==> src/rtl/pis_pkg.sv <==
package pis_pkg;
  // Kind of work a lane slot asks of the ALU
  typedef enum logic {
    KIND_COMPUTE = 1'b0,
    KIND_ZERO    = 1'b1
  } slot_kind_e;
endpackage

==> src/rtl/pis_mask_prep.sv <==
module pis_mask_prep #(
  parameter int XLEN = 16,
  parameter int VLW  = $clog2(XLEN + 1)
) (
  input  logic [VLW-1:0]  vl_i,
  input  logic [XLEN-1:0] pred_i,
  input  logic            inv_i,
  input  logic            zero_i,
  output logic [XLEN-1:0] elig_o,
  output logic [XLEN-1:0] zmask_o,
  output logic [VLW-1:0]  len_o
);
  // Length clamp: the mask width bounds the operation
  function automatic logic [VLW-1:0] clamp_len(input logic [VLW-1:0] vl);
    return (vl > VLW'(XLEN)) ? VLW'(XLEN) : vl;
  endfunction

  always_comb begin
    len_o = clamp_len(vl_i);
    for (int i = 0; i < XLEN; i++) begin
      logic in_rng;
      logic en;
      in_rng     = VLW'(i) < len_o;
      en         = pred_i[i] ^ inv_i;
      elig_o[i]  = in_rng && (en || zero_i);
      zmask_o[i] = in_rng && zero_i && !en;
    end
  end
endmodule

==> src/rtl/pis_lane_pick.sv <==
module pis_lane_pick #(
  parameter int XLEN  = 16,
  parameter int LANES = 4,
  parameter int IDXW  = $clog2(XLEN)
) (
  input  logic [XLEN-1:0]            pend_i,
  output logic [LANES-1:0]           vld_o,
  output logic [LANES-1:0][IDXW-1:0] idx_o,
  output logic [XLEN-1:0]            taken_o
);
  function automatic logic [IDXW-1:0] low_idx(input logic [XLEN-1:0] m);
    logic [IDXW-1:0] r;
    r = '0;
    for (int i = XLEN - 1; i >= 0; i--)
      if (m[i]) r = IDXW'(i);
    return r;
  endfunction

  logic [LANES:0][XLEN-1:0] rem;
  assign rem[0] = pend_i;

  for (genvar l = 0; l < LANES; l++) begin : g_lane
    assign vld_o[l]   = |rem[l];
    assign idx_o[l]   = low_idx(rem[l]);
    assign rem[l + 1] = rem[l] & (rem[l] - XLEN'(1));
  end

  assign taken_o = pend_i & ~rem[LANES];
endmodule

==> src/rtl/pis_reg_step.sv <==
module pis_reg_step #(
  parameter int REG_W = 5,
  parameter int IDXW  = 4
) (
  input  logic [REG_W-1:0] base_i,
  input  logic             vec_i,
  input  logic [IDXW-1:0]  idx_i,
  output logic [REG_W-1:0] reg_o
);
  assign reg_o = base_i + (vec_i ? REG_W'(idx_i) : '0);
endmodule

==> src/rtl/pred_issue_seq.sv <==
module pred_issue_seq #(
  parameter int XLEN  = 16,
  parameter int LANES = 4,
  parameter int REG_W = 5,
  localparam int VLW  = $clog2(XLEN + 1),
  localparam int IDXW = $clog2(XLEN)
) (
  input  logic                   clk,
  input  logic                   rst_n,
  input  logic                   start_i,
  input  logic [VLW-1:0]         vl_i,
  input  logic [XLEN-1:0]        pred_i,
  input  logic                   inv_i,
  input  logic                   zero_i,
  input  logic [REG_W-1:0]       rd_i,
  input  logic [REG_W-1:0]       rs1_i,
  input  logic [REG_W-1:0]       rs2_i,
  input  logic [2:0]             vec_i,
  output logic                   busy_o,
  output logic [LANES-1:0]       slot_vld_o,
  output logic [LANES*IDXW-1:0]  slot_idx_o,
  output logic [LANES*REG_W-1:0] slot_rd_o,
  output logic [LANES*REG_W-1:0] slot_rs1_o,
  output logic [LANES*REG_W-1:0] slot_rs2_o,
  output logic [LANES-1:0]       slot_zero_o,
  output logic                   done_o
);
  import pis_pkg::*;

  // Latched operation
  logic                  busy_q, done_q, zmode_q;
  logic [XLEN-1:0]       pend_q, zmask_q;
  logic [VLW-1:0]        len_q;
  logic [2:0][REG_W-1:0] base_q;
  logic [2:0]            vec_q;

  // Named internal events
  logic [XLEN-1:0] elig, zmask, taken, pend_left;
  logic [VLW-1:0]  len;
  logic            accept, last_cycle;
  logic [LANES-1:0]           pk_vld;
  logic [LANES-1:0][IDXW-1:0] pk_idx;

  pis_mask_prep #(.XLEN(XLEN), .VLW(VLW)) u_prep (
    .vl_i(vl_i), .pred_i(pred_i), .inv_i(inv_i), .zero_i(zero_i),
    .elig_o(elig), .zmask_o(zmask), .len_o(len)
  );

  pis_lane_pick #(.XLEN(XLEN), .LANES(LANES), .IDXW(IDXW)) u_pick (
    .pend_i(pend_q), .vld_o(pk_vld), .idx_o(pk_idx), .taken_o(taken)
  );

  assign accept     = start_i && !busy_q;
  assign pend_left  = pend_q & ~taken;
  assign last_cycle = busy_q && (pend_left == '0);

  always_ff @(posedge clk or negedge rst_n) begin
    if (!rst_n) begin
      busy_q  <= 1'b0;
      done_q  <= 1'b0;
      zmode_q <= 1'b0;
      pend_q  <= '0;
      zmask_q <= '0;
      len_q   <= '0;
      base_q  <= '0;
      vec_q   <= '0;
    end else begin
      done_q <= 1'b0;
      if (accept) begin
        pend_q  <= elig;
        zmask_q <= zmask;
        len_q   <= len;
        zmode_q <= zero_i;
        base_q  <= {rs2_i, rs1_i, rd_i};
        vec_q   <= vec_i;
        busy_q  <= |elig;
        done_q  <= ~|elig;
      end else if (busy_q) begin
        pend_q <= pend_left;
        if (last_cycle) begin
          busy_q <= 1'b0;
          done_q <= 1'b1;
        end
      end
    end
  end

  for (genvar l = 0; l < LANES; l++) begin : g_slot
    slot_kind_e kind;
    assign kind = (pk_vld[l] && zmask_q[pk_idx[l]]) ? KIND_ZERO : KIND_COMPUTE;
    assign slot_vld_o[l]                = pk_vld[l];
    assign slot_idx_o[l*IDXW +: IDXW]   = pk_idx[l];
    assign slot_zero_o[l]               = (kind == KIND_ZERO);

    pis_reg_step #(.REG_W(REG_W), .IDXW(IDXW)) u_rd (
      .base_i(base_q[0]), .vec_i(vec_q[0]), .idx_i(pk_idx[l]),
      .reg_o(slot_rd_o[l*REG_W +: REG_W]));
    pis_reg_step #(.REG_W(REG_W), .IDXW(IDXW)) u_rs1 (
      .base_i(base_q[1]), .vec_i(vec_q[1]), .idx_i(pk_idx[l]),
      .reg_o(slot_rs1_o[l*REG_W +: REG_W]));
    pis_reg_step #(.REG_W(REG_W), .IDXW(IDXW)) u_rs2 (
      .base_i(base_q[2]), .vec_i(vec_q[2]), .idx_i(pk_idx[l]),
      .reg_o(slot_rs2_o[l*REG_W +: REG_W]));

    AST_IDX_BELOW_LEN: assert property (@(posedge clk) disable iff (!rst_n)
      pk_vld[l] |-> (VLW'(pk_idx[l]) < len_q));

    if (l > 0) begin : g_order
      AST_ASCENDING: assert property (@(posedge clk) disable iff (!rst_n)
        pk_vld[l] |-> (pk_vld[l-1] && (pk_idx[l] > pk_idx[l-1])));
    end
  end

  assign busy_o = busy_q;
  assign done_o = done_q;

  AST_IDLE_QUIET: assert property (@(posedge clk) disable iff (!rst_n)
    !busy_q |-> (slot_vld_o == '0));
  AST_LANES_PACKED: assert property (@(posedge clk) disable iff (!rst_n)
    (slot_vld_o & (slot_vld_o + LANES'(1))) == '0);
  AST_FULL_UNTIL_LAST: assert property (@(posedge clk) disable iff (!rst_n)
    (busy_q && !last_cycle) |-> (&slot_vld_o));
  AST_ZERO_NEEDS_MODE: assert property (@(posedge clk) disable iff (!rst_n)
    (|slot_zero_o) |-> zmode_q);
  AST_DONE_AT_END: assert property (@(posedge clk) disable iff (!rst_n)
    $fell(busy_q) |-> done_q);
  AST_START_IGNORED: assert property (@(posedge clk) disable iff (!rst_n)
    (busy_q && start_i) |=> ($stable(len_q) && $stable(base_q) && $stable(zmode_q)));
endmodule

==> config.mk <==
export PLATFORM = sky130hd
export DESIGN_NAME = pred_issue_seq
export DESIGN_NICKNAME = d
export VERILOG_FILES = /design/src/rtl/pis_pkg.sv /design/src/rtl/pis_mask_prep.sv /design/src/rtl/pis_lane_pick.sv /design/src/rtl/pis_reg_step.sv /design/src/rtl/pred_issue_seq.sv
export SDC_FILE = /design/constraint.sdc
export NUM_CORES = 1
export LEC_CHECK = 0
export BUFFER_PORTS_ARGS = -buffer_cell sky130_fd_sc_hd__buf_4
export CAP_MARGIN = 20
export CORE_ASPECT_RATIO = 0.8
export CORE_MARGIN = 2
export CORE_UTILIZATION = 53
export DETAILED_ROUTE_END_ITERATION = 12
export PLACE_DENSITY = 0.79
export SLEW_MARGIN = 20
export SYNTH_ARGS = -nofsm -noshare
export SYNTH_HDL_FRONTEND = slang
export SYNTH_SLANG_ARGS = --single-unit
==> constraint.sdc <==
create_clock -name clk -period 5.05 [get_ports clk]
set_clock_uncertainty 0.15 [all_clocks]
set_input_delay 1.01 -clock clk [delete_from_list [all_inputs] [get_ports clk]]
set_output_delay 1.01 -clock clk [all_outputs]
set_load 0.02 [all_outputs]
* Word level (Yosys, flattened, before mapping)
Cells that the tools add are included.
W data, S select, Z words.
** Storage, ports and cells
- Bits in registers :: 52
- Logic and storage cells :: 261
** Cells by class
- Add/sub/neg operators :: 16
- Magnitude comparators :: 21
- Mux-type cells :: 97
- Bitwise gates (word level) :: 24
- Reduce and logical (&&, ||, !) cells :: 95
** Operators by type and width (count)
- $mux W4 :: 76
- $and A16 B16 Y16 :: 6
- $reduce_or A16 Y1 :: 5
- $sub A16 B1 Y16 const B :: 4
- $add A5 B5 Y5 :: 12
- $logic_and A1 B1 Y1 :: 54
- $lt A4 B5 Y1 const A :: 8
- $mux W16 :: 2
- $not A16 Y16 :: 2
- $lt A3 B5 Y1 const A :: 4
- $lt A4 B5 Y1 const B :: 4
- $logic_not A1 Y1 :: 18
- $bmux W1 S4 :: 4
- $logic_not A16 Y1 :: 1
- $logic_or A1 B1 Y1 :: 16
- $xor A1 B1 Y1 :: 16
- $mux W1 :: 14
- $lt A1 B5 Y1 const A :: 2
- $lt A2 B5 Y1 const A :: 2
- $gt A5 B5 Y1 const B :: 1
- $mux W5 :: 1
- $reduce_bool A2 Y1 :: 1

* Logic depth before layout (Yosys ltp)
Gate-level depths: netlist (run 1).
- Depth in word-level cells :: 26
- Gate-level depth with buffers :: 21
- Mapped depth without buffers :: 17

* Modules after synthesis
Synthesis (run 1) repeated with hierarchy kept, for this count alone.
** Unflattened totals
- Cells, all modules :: 919
- Area, all modules :: 7572.3 µm²
** Modules (own cells, without submodules)
- pred_issue_seq :: times used 1, cells each 233, area an instance 2810.2 µm²
- pis_lane_pick :: times used 1, cells each 338, area an instance 2104.5 µm²
- pis_reg_step :: times used 12, cells each 22, area an instance 172.7 µm²
- pis_mask_prep :: times used 1, cells each 84, area an instance 585.6 µm²

* Least setup slack after synthesis (run 1)
OpenSTA, ideal clock, no wires.
- Path type :: register to output
- Start point :: reg pend_q[2]
- End point :: out slot_rs2_o[19]
- Arrival :: 4590 ps
- Data required time :: 3890 ps
- Setup slack :: -700 ps
- Cell stages (with the launch flop) :: 19
- Path buffers :: 3
- Cell sequence :: dfrtp_1 buf_6 or4_4 buf_6 o41ai_2 o22ai_2 a221oi_4 nand4_4 maj3_1 a211o_1 a31oi_1 or2_1 clkbuf_1 nand2_1 fa_1 inv_1 a21o_1 a21oi_1 xnor2_1
** Between the ends
- Word-level cells in the longest chain between the ends :: 24
** RTL lines
- from (decl) :: RTL line pred_issue_seq.sv:32 : logic [XLEN-1:0] pend_q, zmask_q;
- from (signal assigned) :: RTL line pred_issue_seq.sv:70 : pend_q <= elig;
- from (signal assigned) :: RTL line pred_issue_seq.sv:79 : pend_q <= pend_left;
- $sub A16 B1 Y16 :: RTL line pis_lane_pick.sv:25 : assign rem[l + 1] = rem[l] & (rem[l] - XLEN'(1));
- $and A16 B16 Y16 * :: RTL line pis_lane_pick.sv:25
- $sub A16 B1 Y16 :: RTL line pis_lane_pick.sv:25
- $and A16 B16 Y16 * :: RTL line pis_lane_pick.sv:25
- $sub A16 B1 Y16 :: RTL line pis_lane_pick.sv:25
- $and A16 B16 Y16 * :: RTL line pis_lane_pick.sv:25
- $mux W4 (13 in a row) :: RTL line pis_lane_pick.sv:15 : if (m[i]) r = IDXW'(i);
- $mux W4 * (3 in a row) :: RTL line pis_lane_pick.sv:15
- via slot_idx_o[13] :: RTL line pred_issue_seq.sv:21 : output logic [LANES*IDXW-1:0] slot_idx_o,
- $mux W4 * :: RTL line pis_reg_step.sv:10 : assign reg_o = base_i + (vec_i ? REG_W'(idx_i) : '0);
- $add A5 B5 Y5 * :: RTL line pis_reg_step.sv:10
- to (decl) :: RTL line pred_issue_seq.sv:24 : output logic [LANES*REG_W-1:0] slot_rs2_o,
The timed path passes the listed nets; every way through them passes the cells marked *.

* Worst setup path after layout (run 1)
- Start point :: reg pend_q[1]
- End point :: out slot_rd_o[19]
** Between the ends
- Word-level cells in the longest chain between the ends :: 24
** RTL lines
- $sub A16 B1 Y16 :: RTL line pis_lane_pick.sv:25
- $and A16 B16 Y16 * :: RTL line pis_lane_pick.sv:25
- $sub A16 B1 Y16 :: RTL line pis_lane_pick.sv:25
- $and A16 B16 Y16 * :: RTL line pis_lane_pick.sv:25
- $sub A16 B1 Y16 :: RTL line pis_lane_pick.sv:25
- $and A16 B16 Y16 * :: RTL line pis_lane_pick.sv:25
- $mux W4 (14 in a row) :: RTL line pis_lane_pick.sv:15
- $mux W4 * (2 in a row) :: RTL line pis_lane_pick.sv:15
- $mux W4 * :: RTL line pis_reg_step.sv:10
- $add A5 B5 Y5 * :: RTL line pis_reg_step.sv:10
- to (decl) :: RTL line pred_issue_seq.sv:22 : output logic [LANES*REG_W-1:0] slot_rd_o,
Every way passes the cells marked *; elsewhere a longest branch is shown, timed or not.

==> results of run 1 <==
## worst paths after layout
| check | start | end | slack (ns) | cells past startpoint |
|---|---|---|---|---|
| setup reg to reg | pend_q[1] | busy_o | 0.82 | 15 |
| setup / recovery | pend_q[1] | slot_rd_o[19] | -0.72 | 19 |
| hold reg to reg | zmask_q[0] | zmask_q[0] | 0.45 | 2 |
| max in group asynchronous | rst_n | pend_q[8] | 3.62 | 1 |
| min in group asynchronous | rst_n | base_q[9] | 0.61 | 1 |
| hold / removal | zmask_q[0] | zmask_q[0] | 0.45 | 2 |
## final cells by class
| type | instances | share of cell area [%] |
|---|---|---|
| Clock buffer | 5 | 1.202 |
| Clock inverter | 3 | 0.2043 |
| Inverter | 71 | 2.608 |
| Sequential cell | 52 | 12.57 |
| Multi-Input combinational cell | 743 | 57.32 |
| Timing Repair Buffer | 322 | 23.91 |
| Antenna cell | 1 | 0.02403 |
| Tap cell | 180 | 2.163 |
## per-stage QoR
step | instance area [um^2] | cells
after floorplan | 7413 | 939
after global placement | 9498 | 1339
after detailed placement | 9498 | 1339
after CTS | 9960 | 1360
after global routing | 10410 | 1376
final | 10410 | 1377
## routing by layer
metal | wire length [um] | GRT usage (%)
met4 | 1236 | 13.91
met2 | 12820 | 56.26
met1 | 11580 | 47.87
met3 | 2729 | 7.689
met5 | 0 | 0
## cells in the mapped netlist, types with 7 or more instances
| cell | number | share of area [%] |
|---|---|---|
| fa_1 | 12 | 3.3 |
| nor2b_1 | 8 | 0.70 |
| a21oi_1 | 72 | 5.0 |
| o211ai_1 | 16 | 1.7 |
| or2_2 | 7 | 0.61 |
| xor2_1 | 15 | 1.8 |
| a31oi_1 | 11 | 0.96 |
| or3_1 | 10 | 0.87 |
| ha_1 | 48 | 8.4 |
| a21o_1 | 31 | 3.2 |
| xnor2_1 | 39 | 4.8 |
| clkbuf_1 | 59 | 3.1 |
| o22ai_1 | 9 | 0.78 |
| mux2i_1 | 26 | 3.6 |
| nor2_1 | 41 | 2.1 |
| o21a_1 | 7 | 0.73 |
| a211oi_1 | 12 | 1.3 |
| and2_1 | 45 | 3.9 |
| maj3_1 | 10 | 1.4 |
| nand2b_1 | 8 | 0.70 |
| nand3_1 | 15 | 1.0 |
| dfrtp_1 | 52 | 18 |
| a22o_1 | 11 | 1.3 |
| nor3_1 | 21 | 1.5 |
| inv_1 | 69 | 3.6 |
| o41ai_1 | 7 | 0.85 |
| o21ai_0 | 45 | 3.1 |
| nand2_1 | 115 | 6.0 |
## cell families (layout without fill, tap and decap cells)
logic type,Yosys count,in the layout
adders and majority gates,70,70
muxes,36,36
buffers and inverters,144,401
other,0,1
xor gates and xnor gates,54,54
and+or+nand+nor,301,301
DFF,52,52
AOI/OAI and AO/OA,282,282
## timing repair
action,4_1_cts,5_1_grt
pin swaps,10,36
resized for setup,52,77
endpoints found under the setup margin,44,47
setup buffers,13,16
## tightest hold or removal path, delay by kind of cell, from the launching register on
family | cells | cell delay, ns
flops | 1 | 0.43
simple gates | 1 | 0.07
compound gates | 1 | 0.07
## registers in the layout, indices dropped and copies added, names as in the netlist
signal and count:
busy_o 1, done_o 1, vec_q 3, zmask_q 16
base_q 15, pend_q 16
==> flow_metrics.env, run 1 <==
export IMPL_max_slew_margin_pct=36.82
export IMPL_setup_viol=42
export IMPL_fin_ws_ns=-0.7244
export IMPL_clkLatencyLatePin_ns=0.30
export IMPL_hold_viol=0
export IMPL_areaGrowthSynthToFinish_pct=45.01
export IMPL_synth_adder_area_share_pct=13.10
export IMPL_cts_buffers=5
export IMPL_cp_cell_sequence="or4_4, o41ai_4, o22ai_4, a221oi_4, nand4_4, or3_1, a311oi_2, nor3_2, or2_0, buf_6, and2_4, ha_4, inv_2, fa_2, inv_1, a21o_1, a21oi_2, xnor2_2, buf_4"
export IMPL_core_mm2=0.01341
export IMPL_netlist_area_mm2=0.007181
export IMPL_route_vias_total=8586
export IMPL_cts_root_buffer="clkbuf_16"
export IMPL_grt_pass1_vias=7945
export IMPL_syn_nets=1043
export IMPL_gr_total_overflow=0
export IMPL_synth_xor_area_share_pct=6.587
export IMPL_cp_arrival_ns=4.61
export IMPL_die_h_um=108.1
export IMPL_finalMaxSlewViolations=0
export IMPL_rsz0062_at_grt="true"
export IMPL_seq_area_frac_synth_pct=18.12
export IMPL_multiInputGateArea_mm2=0.005968
export IMPL_dieWidth_um=134.1
export IMPL_final_cell_mix="buf_4 (305), nand2_1 (104), inv_1 (59), a21oi_1 (52), dfrtp_1 (46)"
export IMPL_via_per_inst=6.235
export IMPL_h_tree_depth=2
export IMPL_synth_simple_gate_area_share_pct=21.03
export IMPL_cts_hold_buffers=0
export IMPL_worstMarginPinSlew_ns=0.9454
export IMPL_routed_wl_um=28370
export IMPL_avgSynthCellArea_um2=7.647
export IMPL_muxShareOfSynthArea_pct=5.820
export IMPL_dr_pass1_iters=5
export IMPL_fin_nets=1299
export IMPL_tritoncts="built"
export IMPL_finalCritPeriodShare_pct=114.3
export IMPL_grt_max_degree=53
export IMPL_ys_ff_latch=52
export IMPL_whs_ns=0.4532
export IMPL_cp_slowest_cell="or4_4"
export IMPL_drtAntennaViolNets=0
export IMPL_place_port_buffers=129
export IMPL_pre_cts_ws_ns=-0.5170
export IMPL_async_flop_share_pct=100.0
export IMPL_drt_iter0_drc=966
export IMPL_clock_sinks=52
export IMPL_synthFlopType="dfrtp_1"
export IMPL_worstPathRequired_ns=3.89
export IMPL_cpPeakStageDelay_ns=0.63
export IMPL_post_route_util_pct=77.66
export IMPL_dieArea_mm2=0.01450
export IMPL_grt_antenna_before_repair=0
export IMPL_synth_edff_count=0
export IMPL_fmax_mhz=173.2
export IMPL_wire_per_inst_um=20.60
export IMPL_crit_family="simple AND/OR/NAND/NOR gates"
export IMPL_ioPinCount=130
export IMPL_critical_path_endpoint_type="output port"
export IMPL_drc_errors=0
export IMPL_synthCells=939
export IMPL_period_minus_slack_ns=5.774
export IMPL_path_class="reg2out"
export IMPL_yosys_warnings=0
export IMPL_final_common_cell="buf_4"
export IMPL_clkSlewWorstSetupHoldPaths_ns=0.07
export IMPL_maxCapViolations=0
export IMPL_grt_pass1_wl_um=40480
export IMPL_synth_compound_gate_area_share_pct=27.23
export IMPL_synth_top_family_by_area="compound AO/OA/AOI/OAI gates"
export IMPL_violations="negative setup slack"
export IMPL_hold_class="reg2reg"
export IMPL_drive_above_1_share_pct=41.14
export IMPL_ctsLongestPathBuffers=2
export IMPL_ys_types=80
export IMPL_dp_hpwl_um=20410
export IMPL_start_util_pct=53.56
export IMPL_gp_congestion=1.005
export IMPL_critPathLaunchType="register"
export IMPL_fill_cells=895
export IMPL_worstPathMaxFanout=6
export IMPL_cp_num_buf_inv=4
export IMPL_grt_util_all_layers_pct=35.58
export IMPL_regArea_mm2=0.001309
export IMPL_rows=38
export IMPL_outcome="finished with violations"
export IMPL_finalSetupTns_ns=-18.67
Power of run 1 is not shown: default switching activity piles up to over one toggle a cycle in this logic, so the estimate is an artifact.
==> run 2: changes to the inputs <==
- PLACE_DENSITY: 0.79 -> 0.9
==> run 2 against run 1 <==
  * Area after synthesis unchanged
  * Synthesized cell count stayed put
  * The flow now stops in global routing (5_1_grt)
==> flow_metrics.env, run 2 <==
export IMPL_synthFlopType="dfrtp_1"
export IMPL_synth_common_cells="nand2_1 (115), a21oi_1 (72), inv_1 (69), clkbuf_1 (59), dfrtp_1 (52)"
export IMPL_rows=38
export IMPL_netlist_area_mm2=0.007181
export IMPL_dp_hpwl_um=21740
export IMPL_synth_area_leader_cell="dfrtp_1"
export IMPL_worst_ep_kind="primary output"
export IMPL_synth_xor_area_share_pct=6.587
export IMPL_cts_buffers=5
export IMPL_synth_compound_gate_area_share_pct=27.23
export IMPL_async_flop_share_pct=100.0
export IMPL_gr_total_overflow=7
export IMPL_error="[ERROR GRT-0232] Routing congestion too high. Check the congestion heatmap in the GUI."
export IMPL_clock_sinks=52
export IMPL_synth_edff_count=0
export IMPL_die_h_um=108.1
export IMPL_ys_types=80
export IMPL_grt_max_degree=53
export IMPL_cts_root_buffer="clkbuf_16"
export IMPL_ctsLongestPathBuffers=2
export IMPL_synth_area_top_cells="dfrtp_1 (18%), ha_1 (8.4%), nand2_1 (6.0%), a21oi_1 (5.0%), xnor2_1 (4.8%)"
export IMPL_synth_top_cell_area_share_pct=18.12
export IMPL_synth_adder_area_share_pct=13.10
export IMPL_start_util_pct=53.56
export IMPL_cts_hold_buffers=0
export IMPL_avgSynthCellArea_um2=7.647
export IMPL_place_port_buffers=129
export IMPL_worstEndpointGrtRepair="slot_rd_o[19]"
export IMPL_synth_top_family_by_area="compound AO/OA/AOI/OAI gates"
export IMPL_gp_congestion=1.124
export IMPL_h_tree_depth=2
export IMPL_grt_util_all_layers_pct=70.38
export IMPL_stop_stage="global routing (5_1_grt)"
export IMPL_ioPinCount=130
export IMPL_ys_ff_latch=52
export IMPL_yosys_warnings=0
export IMPL_synthCells=939
export IMPL_synth_simple_gate_area_share_pct=21.03
export IMPL_seq_area_frac_synth_pct=18.12
export IMPL_outcome="stopped before the end"
export IMPL_muxShareOfSynthArea_pct=5.820
export IMPL_dieWidth_um=134.1
export IMPL_syn_nets=1043
export IMPL_place_area_mm2=0.009495
export IMPL_synth_most_common_cell="nand2_1"
-- run 2: cell counts after synthesis --
Identical to the previous run, type by type.
-- run 2: kinds of logic after synthesis --
family / after synthesis
simple gates: 301
fa+ha+maj: 70
mux: 36
compound gates: 282
xor+xnor: 54
buf+inv: 144
flops: 52
-- run 2: what timing repair did --
| item | CTS |
|---|---|
| endpoints found under the hold margin | 0 |
| endpoints found under the setup margin | 44 |
| gates resized for setup | 87 |
| pin swaps | 29 |
| setup buffers | 21 |
-- run 2: metal layers --
layer,track usage (%),overflow
met1,67.60,0
met2,85.49,2
met3,61.46,0
met4,70.08,5
met5,27.78,0
-- run 2: metrics by stage --
step	utilization (%)	setup WS, ns	std cells	hold WS [ns]
after CTS	75.93	-0.7327	1368	0.4265
after detailed placement	70.82	-0.5651	1339	0.4124
after global placement	70.82	-0.3763	1339	0.3942
after floorplan	-	-0.3229	939	0.3242
==> run 3: changes to the inputs <==
- CORE_ASPECT_RATIO: 0.8 -> unset
- CORE_UTILIZATION: 53 -> 40
- PLACE_DENSITY: 0.9 -> unset
- PLACE_DENSITY_LB_ADDON: unset -> 0.15
- clock period: 5.05 -> 6.6 ns (I/O delays scaled with it)
==> run 3 against run 2 <==
  * The flow now finishes without violations
==> flow_metrics.env, run 3 (same netlist as run 1, synthesis figures left out) <==
export IMPL_drt_iter0_drc=583
export IMPL_maxCapViolations=0
export IMPL_drive_above_1_share_pct=22.41
export IMPL_finalMaxSlewViolations=0
export IMPL_grt_antenna_before_repair=0
export IMPL_ioPinCount=130
export IMPL_clkLatencyLatePin_ns=0.29
export IMPL_worstMarginPinSlew_ns=1.089
export IMPL_dieWidth_um=138.0
export IMPL_dp_hpwl_um=18530
export IMPL_drtAntennaViolNets=0
export IMPL_grt_pass1_vias=6715
export IMPL_reg_top3="pend_q: 16 flops, zmask_q: 16 flops, base_q: 15 flops"
export IMPL_critical_path_endpoint_type="output port"
export IMPL_met1Wirelength_um=10900
export IMPL_critPathLaunchType="register"
export IMPL_clkSlewWorstSetupHoldPaths_ns=0.07
export IMPL_dieArea_mm2=0.01904
export IMPL_dpl_cell_count=1252
export IMPL_ctsLongestPathBuffers=2
export IMPL_wire_per_inst_um=18.93
export IMPL_routed_wl_um=24030
export IMPL_maxUsedRoutingLayer="met4"
export IMPL_fin_ws_ns=0.2168
export IMPL_place_area_mm2=0.008358
export IMPL_max_slew_margin_pct=27.35
export IMPL_whs_ns=0.4267
export IMPL_gr_total_overflow=0
export IMPL_startpoint="pend_q[5]"
export IMPL_path_class="reg2out"
export IMPL_num_antenna_cells=0
export IMPL_grt_util_all_layers_pct=24.83
export IMPL_grt_max_degree=53
export IMPL_via_per_inst=5.805
export IMPL_final_area_mm2=0.008670
export IMPL_r2r_end="busy_o"
export IMPL_clock_sinks=52
export IMPL_final_cell_mix="buf_4 (169), nand2_1 (114), inv_1 (69), a21oi_1 (68), dfrtp_1 (51)"
export IMPL_finalCritPeriodShare_pct=96.71
export IMPL_cts_buffers=5
export IMPL_hold_class="reg2reg"
export IMPL_worstPathRequired_ns=5.13
export IMPL_start_util_pct=41.23
export IMPL_wl_met2_um=11210
export IMPL_core_mm2=0.01742
export IMPL_layout_cells_non_filler=1269
export IMPL_worstReg2RegStart="pend_q[3]"
export IMPL_cp_arrival_ns=4.91
export IMPL_cts_hold_buffers=0
export IMPL_r2r_cells=13
export IMPL_holdPathStages=2
export IMPL_fin_nets=1147
export IMPL_crit_end="slot_rs2_o[19]"
export IMPL_route_vias_total=7366
export IMPL_areaGrowthSynthToFinish_pct=20.74
export IMPL_setup_viol=0
export IMPL_rows=48
export IMPL_worst_r2r_setup_slack_ns=2.51
export IMPL_dr_pass1_iters=7
export IMPL_wl_met3_um=1452
export IMPL_fmax_mhz=156.7
export IMPL_final_common_cell="buf_4"
export IMPL_outcome="complete, no violations"
export IMPL_pre_cts_ws_ns=0.4076
export IMPL_grt_pass1_wl_um=36770
export IMPL_h_tree_depth=2
export IMPL_tritoncts="built"
export IMPL_die_h_um=138.0
export IMPL_place_port_buffers=129
export IMPL_worstPathMaxFanout=7
export IMPL_rsz0062_at_grt="true"
export IMPL_period_minus_slack_ns=6.383
export IMPL_hold_viol=0
export IMPL_gp_congestion=0.9362
export IMPL_drc_errors=0
export IMPL_cts_root_buffer="clkbuf_16"
==> run 3: worst min-delay path by stage <==
stage	from	endpoint	slack [ns]
3_5_place_dp	zmask_q[0]	zmask_q[0]	0.41
2_1_floorplan	zmask_q[0]	zmask_q[0]	0.32
5_1_grt	zmask_q[0]	zmask_q[0]	0.46
4_1_cts	zmask_q[0]	zmask_q[0]	0.43
6_report	zmask_q[0]	zmask_q[0]	0.43
3_3_place_gp	zmask_q[0]	zmask_q[0]	0.40
==> run 3: repair_timing <==
item / CTS / global route
setup endpoints to repair: 0 / 9
hold endpoints to repair: 0 / 0
resized for setup: 0 / 23
setup buffers: 0 / 9
==> run 3: worst max-delay path, stage by stage (launching register included) <==
cell	delay [ns]
dfrtp_2	0.42
or4_4	0.62
buf_4	0.18
a211oi_4	0.25
o21a_1	0.24
o21ai_1	0.12
maj3_2	0.36
or3_1	0.39
a311oi_2	0.28
nor3_4	0.08
or2_0	0.21
buf_4	0.18
and2_1	0.16
ha_1	0.19
inv_1	0.07
fa_1	0.19
inv_1	0.05
a21o_1	0.18
a21oi_2	0.14
xnor2_1	0.13
buf_4	0.16
==> run 3: layout make-up <==
type	instances	area (um^2)
fill	1763	8747
multi-input combinational	743	5393
sequential	52	1303
timing repair buffer	170	1274
tap	225	281.5
inverter	71	266.5
clock buffer	6	138.9
clock inverter	2	13.76
==> run 3: stage by stage <==
stage,utilization (%),setup TNS (ns)
floorplan,-,0
global route,49.78,-0.04477
finish,49.78,0
CTS,48.86,0
detailed placement,47.99,0
global placement,47.99,0
==> run 3: layer usage <==
metal / vias up / track usage [%]
met5: - / 0
met4: 0 / 5.385
met3: 29 / 3.289
met2: 255 / 40.26
met1: 3531 / 35.24
li1: 3551 / -
Power of run 3 is left out for the same reason.
